## config.mk

```make
export PLATFORM = sky130hd
export DESIGN_NAME = ctmr_top
export DESIGN_NICKNAME = d
export VERILOG_FILES = /design/src/rtl/ctmr_pkg.sv /design/src/rtl/ctmr_sync.sv /design/src/rtl/ctmr_quad.sv /design/src/rtl/ctmr_chan.sv /design/src/rtl/ctmr_top.sv
export SDC_FILE = /design/constraint.sdc
export NUM_CORES = 1
export LEC_CHECK = 0
export ABC_AREA = 1
export CELL_PAD_IN_SITES_DETAIL_PLACEMENT = 1
export CELL_PAD_IN_SITES_GLOBAL_PLACEMENT = 2
export CORE_MARGIN = 2
export CORE_UTILIZATION = 32
export CTS_CLUSTER_DIAMETER = 150
export CTS_CLUSTER_SIZE = 25
export DETAILED_ROUTE_END_ITERATION = 6
export PLACE_DENSITY_LB_ADDON = 0.1
export SYNTH_ARGS = -nofsm -noshare
export SYNTH_HDL_FRONTEND = slang
export SYNTH_HIERARCHICAL = 1
export SYNTH_SLANG_ARGS = --single-unit
```

## constraint.sdc

```tcl
create_clock -name clk -period 5.9 [get_ports clk]
set_input_delay 1.18 -clock clk [delete_from_list [all_inputs] [get_ports clk]]
set_output_delay 1.18 -clock clk [all_outputs]
set_load 0.01 [all_outputs]
```

## src/rtl/ctmr_pkg.sv

```systemverilog
package ctmr_pkg;
    localparam int CSEL_W = 4;
    localparam logic [CSEL_W-1:0] CSEL_CHAIN = 4'hF;

    typedef enum logic [2:0] {
        A_CTL_LO = 3'd0,
        A_CTL_HI = 3'd1,
        A_RUN    = 3'd2,
        A_CNT_LO = 3'd3,
        A_CNT_HI = 3'd4
    } reg_addr_e;
endpackage

```

## src/rtl/ctmr_sync.sv

```systemverilog
module ctmr_sync #(
    parameter int N = 2
) (
    input  logic         clk,
    input  logic         rst_n,
    input  logic [N-1:0] async_i,
    output logic [N-1:0] sync_o
);
    typedef struct packed {
        logic [N-1:0] s1;
        logic [N-1:0] s2;
    } sync_st_t;

    sync_st_t st_d, st_q;

    always_comb begin
        st_d    = st_q;
        st_d.s1 = async_i;
        st_d.s2 = st_q.s1;
    end

    always_ff @(posedge clk) begin
        if (!rst_n) st_q <= '0;
        else        st_q <= st_d;
    end

    assign sync_o = st_q.s2;
endmodule

```

## src/rtl/ctmr_quad.sv

```systemverilog
module ctmr_quad (
    input  logic clk,
    input  logic rst_n,
    input  logic ph_a,
    input  logic ph_b,
    output logic step_up,
    output logic step_dn
);
    typedef struct packed {
        logic [1:0] prev;
    } quad_st_t;

    quad_st_t st_d, st_q;
    logic [1:0] now_ab;
    logic [1:0] moved;
    logic       single;
    logic       fwd;

    always_comb begin
        now_ab  = {ph_a, ph_b};
        moved   = now_ab ^ st_q.prev;
        single  = moved[1] ^ moved[0];
        // Forward when the new A differs from the old B
        fwd     = ph_a ^ st_q.prev[0];
        step_up = single & fwd;
        step_dn = single & ~fwd;
        st_d      = st_q;
        st_d.prev = now_ab;
    end

    always_ff @(posedge clk) begin
        if (!rst_n) st_q <= '0;
        else        st_q <= st_d;
    end

    p_double_ignored_r9: assert property (@(posedge clk) disable iff (!rst_n)
        (({ph_a, ph_b} ^ st_q.prev) == 2'b11) |-> !(step_up || step_dn));
endmodule

```

## src/rtl/ctmr_chan.sv

```systemverilog
module ctmr_chan #(
    parameter int W = 16
) (
    input  logic         clk,
    input  logic         rst_n,
    input  logic         inc,
    input  logic         dec,
    input  logic         ld,
    input  logic [W-1:0] ld_val,
    input  logic         cap_edge,
    output logic [W-1:0] cnt,
    output logic [W-1:0] cap,
    output logic         carry,
    output logic         borrow
);
    typedef struct packed {
        logic [W-1:0] cnt;
        logic [W-1:0] cap;
    } chan_st_t;

    chan_st_t st_d, st_q;

    always_comb begin
        st_d   = st_q;
        carry  = 1'b0;
        borrow = 1'b0;
        if (ld) begin
            st_d.cnt = ld_val;
        end else if (inc) begin
            st_d.cnt = st_q.cnt + 1'b1;
            carry    = &st_q.cnt;
        end else if (dec) begin
            st_d.cnt = st_q.cnt - 1'b1;
            borrow   = ~|st_q.cnt;
        end
        // Capture takes the value from before this cycle's update
        if (cap_edge) st_d.cap = st_q.cnt;
    end

    always_ff @(posedge clk) begin
        if (!rst_n) st_q <= '0;
        else        st_q <= st_d;
    end

    assign cnt = st_q.cnt;
    assign cap = st_q.cap;

    p_capture_pre_update_r10: assert property (@(posedge clk) disable iff (!rst_n)
        cap_edge |=> (cap == $past(cnt)));
endmodule

```

## src/rtl/ctmr_top.sv

```systemverilog
module ctmr_top #(
    parameter int CNT_W     = 16,
    parameter int DIV_CODES = 4,
    parameter int DIV_LOG2  = 2
) (
    input  logic             clk,
    input  logic             rst_n,
    input  logic             wr_en,
    input  logic [2:0]       wr_addr,
    input  logic [CNT_W-1:0] wr_data,
    input  logic             cap_lo_pin,
    input  logic             cap_hi_pin,
    input  logic             enc_a,
    input  logic             enc_b,
    output logic [CNT_W-1:0] cnt_lo,
    output logic [CNT_W-1:0] cnt_hi,
    output logic [CNT_W-1:0] cap_lo,
    output logic [CNT_W-1:0] cap_hi
);
    import ctmr_pkg::*;

    localparam int PS_W = DIV_LOG2 * (DIV_CODES - 1);

    typedef struct packed {
        logic [CSEL_W-1:0] csel_lo;
        logic              phase_lo;
        logic [CSEL_W-1:0] csel_hi;
        logic              run_lo;
        logic              run_hi;
        logic [PS_W-1:0]   ps;
        logic [1:0]        cap_prev;
    } top_st_t;

    top_st_t st_d, st_q;

    logic [DIV_CODES-1:0] tick;
    logic [1:0]           cap_sync;
    logic [1:0]           enc_sync;
    logic [1:0]           cap_edge;
    logic                 q_up, q_dn;
    logic                 tick_lo, tick_hi;
    logic                 chain;
    logic                 inc_lo, dec_lo, inc_hi, dec_hi;
    logic                 ld_lo, ld_hi;
    logic                 carry_lo, borrow_lo;
    logic                 carry_hi, borrow_hi;

    // Prescaler taps: code n fires once every 2^(DIV_LOG2*n) cycles
    assign tick[0] = 1'b1;
    for (genvar n = 1; n < DIV_CODES; n++) begin : g_tap
        assign tick[n] = &st_q.ps[DIV_LOG2*n-1:0];
    end

    ctmr_sync #(.N(2)) i_cap_sync (
        .clk    (clk),
        .rst_n  (rst_n),
        .async_i({cap_hi_pin, cap_lo_pin}),
        .sync_o (cap_sync)
    );

    ctmr_sync #(.N(2)) i_enc_sync (
        .clk    (clk),
        .rst_n  (rst_n),
        .async_i({enc_a, enc_b}),
        .sync_o (enc_sync)
    );

    ctmr_quad i_quad (
        .clk    (clk),
        .rst_n  (rst_n),
        .ph_a   (enc_sync[1]),
        .ph_b   (enc_sync[0]),
        .step_up(q_up),
        .step_dn(q_dn)
    );

    always_comb begin
        tick_lo = 1'b0;
        tick_hi = 1'b0;
        for (int i = 0; i < DIV_CODES; i++) begin
            if (st_q.csel_lo == CSEL_W'(i)) tick_lo = tick[i];
            if (st_q.csel_hi == CSEL_W'(i)) tick_hi = tick[i];
        end
        chain    = (st_q.csel_hi == CSEL_CHAIN);
        cap_edge = cap_sync & ~st_q.cap_prev;

        ld_lo  = wr_en && (reg_addr_e'(wr_addr) == A_CNT_LO);
        ld_hi  = wr_en && (reg_addr_e'(wr_addr) == A_CNT_HI);

        inc_lo = st_q.run_lo && (st_q.phase_lo ? q_up : tick_lo);
        dec_lo = st_q.run_lo && st_q.phase_lo && q_dn;
        inc_hi = st_q.run_hi && (chain ? carry_lo : tick_hi);
        dec_hi = st_q.run_hi && chain && borrow_lo;

        st_d          = st_q;
        st_d.ps       = st_q.ps + 1'b1;
        st_d.cap_prev = cap_sync;
        if (wr_en) begin
            unique case (reg_addr_e'(wr_addr))
                A_CTL_LO: begin
                    st_d.csel_lo  = wr_data[CSEL_W-1:0];
                    st_d.phase_lo = wr_data[CSEL_W];
                end
                A_CTL_HI: st_d.csel_hi = wr_data[CSEL_W-1:0];
                A_RUN: begin
                    st_d.run_lo = wr_data[0];
                    st_d.run_hi = wr_data[1];
                end
                default: ;
            endcase
        end
    end

    always_ff @(posedge clk) begin
        if (!rst_n) st_q <= '0;
        else        st_q <= st_d;
    end

    ctmr_chan #(.W(CNT_W)) i_lo (
        .clk     (clk),
        .rst_n   (rst_n),
        .inc     (inc_lo),
        .dec     (dec_lo),
        .ld      (ld_lo),
        .ld_val  (wr_data),
        .cap_edge(cap_edge[0]),
        .cnt     (cnt_lo),
        .cap     (cap_lo),
        .carry   (carry_lo),
        .borrow  (borrow_lo)
    );

    ctmr_chan #(.W(CNT_W)) i_hi (
        .clk     (clk),
        .rst_n   (rst_n),
        .inc     (inc_hi),
        .dec     (dec_hi),
        .ld      (ld_hi),
        .ld_val  (wr_data),
        .cap_edge(cap_edge[1]),
        .cnt     (cnt_hi),
        .cap     (cap_hi),
        .carry   (carry_hi),
        .borrow  (borrow_hi)
    );

    p_stopped_holds_r4: assert property (@(posedge clk) disable iff (!rst_n)
        (!st_q.run_lo && !ld_lo) |=> $stable(cnt_lo));

    p_chain_carry_r5: assert property (@(posedge clk) disable iff (!rst_n)
        (chain && st_q.run_hi && carry_lo && !ld_hi) |=>
            (cnt_hi == CNT_W'($past(cnt_hi) + 1'b1)));

    p_chain_borrow_r6: assert property (@(posedge clk) disable iff (!rst_n)
        (chain && st_q.run_hi && borrow_lo && !ld_hi) |=>
            (cnt_hi == CNT_W'($past(cnt_hi) - 1'b1)));

    p_wrap_dropped_r7: assert property (@(posedge clk) disable iff (!rst_n)
        (chain && !st_q.run_hi && !ld_hi) |=> $stable(cnt_hi));
endmodule

```

==> impl_metrics.env, run 1 <==
export IMPL_rsz0062_at_grt="no"
export IMPL_synthToLayoutAreaGrowth_pct=24.5
export IMPL_drc=0
export IMPL_hold_buffers=0
export IMPL_worstSkewPairLatency_ns=0.36
export IMPL_coreArea_sq_um=17400
export IMPL_routed_top_layer="met4"
export IMPL_crit_end="i_hi/cnt[8]"
export IMPL_p_leak_nw=3.45
export IMPL_required_ns=6.18
export IMPL_cp_start_kind="flop"
export IMPL_via_count=5816
export IMPL_synth_avg_cell_area_sq_um=6.50
export IMPL_grt_usage_pct=20.3
export IMPL_cp_end_kind="flop"
export IMPL_place_ws_ns=0.807
export IMPL_io_buffers=89
export IMPL_cts_buffers=9
export IMPL_clock_sinks=93
export IMPL_gp_congestion=0.844
export IMPL_cts_clk_slew_worst_paths_ns=0.08
export IMPL_layout_setup_ws_ns=1.02
export IMPL_grt_first_pass_wirelength_microns=30000
export IMPL_period_minus_slack_ns=4.88
export IMPL_fin_setup_tns_ns=0
export IMPL_rr_endpoint="i_hi/cnt[8]"
export IMPL_grt_max_degree=79
export IMPL_rr_worst_depth=23
export IMPL_wirelength_microns=18800
export IMPL_drtIter0Drc=223
export IMPL_routedWlPerCell_microns=15.7
export IMPL_ant_nets=0
export IMPL_finClkSkew_ns=0.0126
export IMPL_area_sequential_sq_um=1860
export IMPL_antenna_found_initial=0
export IMPL_drive_above_1_share_pct=6.67
export IMPL_reg2reg_slack_ns=1.02
export IMPL_grt_pass1_vias=5942
export IMPL_p_per_area_nw_per_um2=275
export IMPL_die_x_microns=138
export IMPL_final_hold_viol_count=0
export IMPL_slew_headroom_pct=49.1
export IMPL_gr_total_overflow=0
export IMPL_met3_length_microns=552
export IMPL_critPathArrivalTime_ns=5.16
export IMPL_via_per_inst=4.85
export IMPL_dp_hpwl_microns=14400
export IMPL_cts_setup_buffers=0
export IMPL_root_buffer="clkbuf_16"
export IMPL_initial_core_util_pct=33.0
export IMPL_crit_path_start="st_q[2]"
export IMPL_drtPass1Iterations=4
export IMPL_rows=48
export IMPL_timing_final_setup_violations=0
export IMPL_hold_path_class="flop to flop"
export IMPL_die_h_microns=138
export IMPL_yosysWarnings=6
export IMPL_postCtsResizedCells=0
export IMPL_r2r_start="st_q[2]"
export IMPL_min_period_over_period_pct=82.6
export IMPL_met1_length_microns=8930
export IMPL_status="completed"
export IMPL_syn_nets=941
export IMPL_num_fill_cells=2239
export IMPL_worstSetupPathType="flop to flop"
export IMPL_clock_fmax_mhz=205
export IMPL_ir_worst_vdd_uv=138
export IMPL_nets=1027
export IMPL_tritoncts="built"
export IMPL_path_max_fanout=15
export IMPL_multi_input_area_sq_um=3190
export IMPL_worstMarginPinSlew_ns=0.763
export IMPL_die_area_sq_um=19000
export IMPL_htreeDepth=3
export IMPL_synth_cells=884
export IMPL_synth_area_sq_um=5740
export IMPL_slew_viol_final=0
export IMPL_insertedDiodeCount=0
export IMPL_cts_buffer_depth=2
export IMPL_finalPower_w=0.00197
export IMPL_wl_met2_microns=9100
export IMPL_drv_cap=0
export IMPL_io_pin_count=90
power breakdown:
group	switching [W]	leakage [nW]	internal (W)
clock network	0.000290	0.150	0.000339
registers	0.0000394	0.759	0.000663
logic	0.000382	2.54	0.000253
total	0.000711	3.45	0.00126
worst max-delay path, cell delays in order (launching register included):
cell and delay (ns):
dfxtp_1 0.37, ha_1 0.24, nand3_2 0.16, nor2_1 0.12
nand2_1 0.07, nand2_1 0.06, nand3_1 0.07, nand2_1 0.27
inv_1 0.39, nor4_1 0.32, nand3_1 0.12, nor4_1 0.19
inv_1 0.07, a21oi_1 0.14, nand2_1 0.07, nor2_1 0.35
inv_1 0.36, ha_1 0.48, nand3_1 0.13, nand3_1 0.17
a21oi_1 0.24, xnor2_1 0.17, nand2_1 0.07, a21oi_1 0.15
how the worst min path moves through the flow:
stage / from / to / slack (ns) / cells after the start
5_1_grt: i_enc_sync/st_d[1] / i_enc_sync/sync_o[1] / 0.43 / 2
4_1_cts: i_enc_sync/st_d[1] / i_enc_sync/sync_o[1] / 0.42 / 2
3_3_place_gp: i_enc_sync/st_d[1] / i_enc_sync/sync_o[1] / 0.40 / 2
6_report: i_enc_sync/st_d[1] / i_enc_sync/sync_o[1] / 0.42 / 2
3_5_place_dp: i_enc_sync/st_d[1] / i_enc_sync/sync_o[1] / 0.40 / 2
2_1_floorplan: i_cap_sync/st_d[0] / i_cap_sync/sync_o[0] / 0.39 / 2
flip-flops by register name (all words and copies together), names as in the netlist:
signal / flops
i_quad/st_q: 2
i_enc_sync/sync_o: 2
i_cap_sync/sync_o: 2
i_cap_sync/st_d: 2
i_hi/cap: 16
st_q: 19
i_lo/cnt: 16
i_enc_sync/st_d: 2
i_hi/cnt: 16
i_lo/cap: 16
metrics by stage:
stage | hold WS, ns | std cells | utilization, % | instance area [sq um]
final | 0.415 | 1200 | 41.0 | 7150
after global routing | 0.434 | 1200 | 41.0 | 7150
after CTS | 0.420 | 1200 | 41.0 | 7150
after detailed placement | 0.400 | 1184 | 39.3 | 6840
after global placement | 0.400 | 1184 | 39.3 | 6840
after floorplan | 0.390 | 884 | - | 5740
area by class of cell:
class	instances	area share (%)
Clock inverter	7	1.21
Timing Repair Buffer	96	13.1
Clock buffer	9	3.15
Inverter	151	7.95
Sequential cell	93	26.0
Tap cell	225	3.94
Multi-Input combinational cell	619	44.6
layer usage:
layer,vias to the layer above,track usage [%]
met2,72,35.7
met3,18,2.34
met4,0,5.22
li1,2975,-
met1,2751,26.5
met5,-,0
layout by cell type (no fill, tap or decap), drive strengths merged, types with 2 or more instances in the layout:
cell,n
nor3,9
and3,2
nor4,7
xnor2,5
a31oi,2
clkdlybuf4s50,88
ha,29
clkinv,2
nand4,5
o21ai,63
nor2,97
a21oi,95
dfxtp,93
nand3,50
buf,8
xor2,11
clkbuf,9
inv,154
a221oi,2
fa,2
or2,2
nand2,236
Note: power is estimated with default switching activity, not from simulation.
==> run 2, diff against run 1 <==
--- a/config.mk
+++ b/config.mk
@@ -9,7 +9,7 @@
 export CELL_PAD_IN_SITES_DETAIL_PLACEMENT = 1
 export CELL_PAD_IN_SITES_GLOBAL_PLACEMENT = 2
 export CORE_MARGIN = 2
-export CORE_UTILIZATION = 32
+export CORE_UTILIZATION = 29
 export CTS_CLUSTER_DIAMETER = 150
 export CTS_CLUSTER_SIZE = 25
 export DETAILED_ROUTE_END_ITERATION = 6
==> constraint.sdc (replaced) <==
create_clock -name clk -period 4.9 [get_ports clk]
set_input_delay 0.98 -clock clk [delete_from_list [all_inputs] [get_ports clk]]
set_output_delay 0.98 -clock clk [all_outputs]
set_load 0.01 [all_outputs]
==> run 2 against run 1 <==
Net effect:
- non-clock buffer count is 4 higher
- clock power is 17% higher
- clock skew is 0.0015 ns lower
- worst setup slack worse by 0.32 ns
- first-iteration DRC count is 3.6% higher
- cell area is 0.96% higher
- via count is 2.6% lower
- total power is 19% higher
==> impl_metrics.env, run 2 (same netlist as run 1, synthesis figures left out) <==
export IMPL_status="completed"
export IMPL_timing_final_setup_violations=0
export IMPL_grt_pass1_vias=5551
export IMPL_p_per_area_nw_per_um2=324
export IMPL_root_buffer="clkbuf_16"
export IMPL_via_count=5662
export IMPL_tritoncts="built"
export IMPL_hold_buffers=0
export IMPL_drive_above_1_share_pct=7.05
export IMPL_most_common_layout_cells="224 x nand2_1, 146 x inv_1, 94 x nor2_1, 93 x dfxtp_1, 92 x a21oi_1"
export IMPL_cts_setup_buffers=0
export IMPL_initial_core_util_pct=29.5
export IMPL_coreArea_sq_um=19500
export IMPL_drtIter0Drc=231
export IMPL_required_ns=5.14
export IMPL_final_common_cell="nand2_1"
export IMPL_wirelength_microns=18800
export IMPL_io_pin_count=90
export IMPL_finClkSkew_ns=0.0111
export IMPL_via_per_inst=4.55
export IMPL_rsz0062_at_grt="no"
export IMPL_antenna_found_initial=0
export IMPL_die_h_microns=145
export IMPL_synthToLayoutAreaGrowth_pct=25.7
export IMPL_cp_end_kind="flop"
export IMPL_layout_setup_ws_ns=0.708
export IMPL_slew_viol_final=0
export IMPL_top_register="st_q"
export IMPL_drv_cap=0
export IMPL_slew_headroom_pct=47.1
export IMPL_period_minus_slack_ns=4.19
export IMPL_ant_nets=0
export IMPL_drtPass1Iterations=4
export IMPL_largest_reg_flops=19
export IMPL_gp_congestion=0.803
export IMPL_ir_worst_vdd_uv=133
export IMPL_dp_hpwl_microns=14400
export IMPL_finish_utilization_pct=37.1
export IMPL_path_buf_inv=4
export IMPL_rows=51
export IMPL_p_leak_nw=3.47
export IMPL_nets=1031
export IMPL_cp_start_kind="input port"
export IMPL_insertedDiodeCount=0
export IMPL_place_ws_ns=0.351
export IMPL_grt_usage_pct=18.6
export IMPL_die_x_microns=145
export IMPL_cts_buffer_depth=2
export IMPL_drc=0
export IMPL_clock_sinks=93
export IMPL_critPathArrivalTime_ns=4.43
export IMPL_path_max_fanout=14
export IMPL_grt_first_pass_wirelength_microns=29600
export IMPL_slowest_stage="clkdlybuf4s50_1"
export IMPL_htreeDepth=3
export IMPL_gr_total_overflow=0
export IMPL_cp_common_cell="nand2_1"
export IMPL_crit_chain="clkdlybuf4s50_1 -> nor2_8 -> nand2_1 -> nor2_1 -> nor4_1 -> nand3_1 -> nor4_1 -> inv_1 -> a21oi_1 -> nand2_1 -> nor2_1 -> inv_1 -> ha_1 -> nand2_1 -> inv_1 -> nand2_1 -> nor3_2 -> nand2_1 -> nand3_1 -> nand3_1 -> nand2_1 -> a21oi_1"
export IMPL_stdcell_count=1244
export IMPL_fin_setup_tns_ns=0
export IMPL_cts_buffers=9
export IMPL_clock_fmax_mhz=239
export IMPL_path_delay_family="simple AND/OR/NAND/NOR gates"
export IMPL_worstMarginPinSlew_ns=0.793
export IMPL_final_hold_viol_count=0
export IMPL_worstSetupPathType="input port to flop"
export IMPL_cts_clk_slew_worst_paths_ns=0.08
export IMPL_io_buffers=89
export IMPL_routedWlPerCell_microns=15.1
export IMPL_hold_path_class="flop to flop"
export IMPL_max_stage_delay_ns=0.59
export IMPL_die_area_sq_um=20900
export IMPL_min_period_over_period_pct=85.6
export IMPL_dp_cells=1228
export IMPL_grt_max_degree=41
export IMPL_worstSkewPairLatency_ns=0.36
export IMPL_postCtsResizedCells=0
[run 2: cell count changes in the layout (fill, tap and decap cells not counted), sizes merged]
cell	change
buf	+4
bufinv	-1
clkinv	+2
inv	-1
[run 2: power breakdown]
group | switching, W | leakage [nW] | internal, W | total [W]
registers | 0.0000475 | 0.759 | 0.000799 | 0.000846
clock network | 0.000372 | 0.144 | 0.000362 | 0.000734
logic | 0.000452 | 2.56 | 0.000307 | 0.000759
total | 0.000871 | 3.47 | 0.00147 | 0.00234
[run 2: area by class of cell]
cell class                      count  area (sq um)
Tap cell                          265           332
Inverter                          151           568
Sequential cell                    93          1860
Fill cell                        2506         12200
Clock inverter                      7          75.1
Multi-Input combinational cell    619          3190
Clock buffer                        9           225
Timing Repair Buffer              100           968
[run 2: routing by layer]
metal  up-vias  GRT usage [%]  part of all wire (%)
li1       2979              -                     -
met5         -              0                     0
met2        65           30.0                    45
met1      2606           26.2                    51
met3        12           2.99                   3.1
met4         0           3.83                  0.78
[run 2: per-stage QoR]
stage	total power, W	area, sq um	hold WS [ns]
finish	0.00234	7220	0.422
global route	0.00252	7220	0.442
CTS	0.00238	7220	0.427
detailed placement	0.00163	6920	0.407
global placement	0.00163	6920	0.399
floorplan	0.00138	5740	0.390
[run 2: worst reg2reg max path, delay by kind of cell (launching register included)]
family                   cells  cell delay, ns
AND/OR/NAND/NOR             18            2.08
adder cells (fa/ha/maj)      2            0.75
buffers and inverters        4            0.54
flip-flops                   1            0.37
AO/OA/AOI/OAI                2            0.20
[run 2: path summary, 6_finish.rpt]
kind	end	cells past startpoint	from	slack, ns
worst max-delay path	i_hi/cnt[14]	22	wr_addr[2]	0.71
worst min-delay path	i_enc_sync/sync_o[0]	2	i_enc_sync/st_d[0]	0.42
worst max register to register	i_hi/cnt[14]	26	st_q[2]	0.85
worst min register to register	i_enc_sync/sync_o[0]	2	i_enc_sync/st_d[0]	0.42
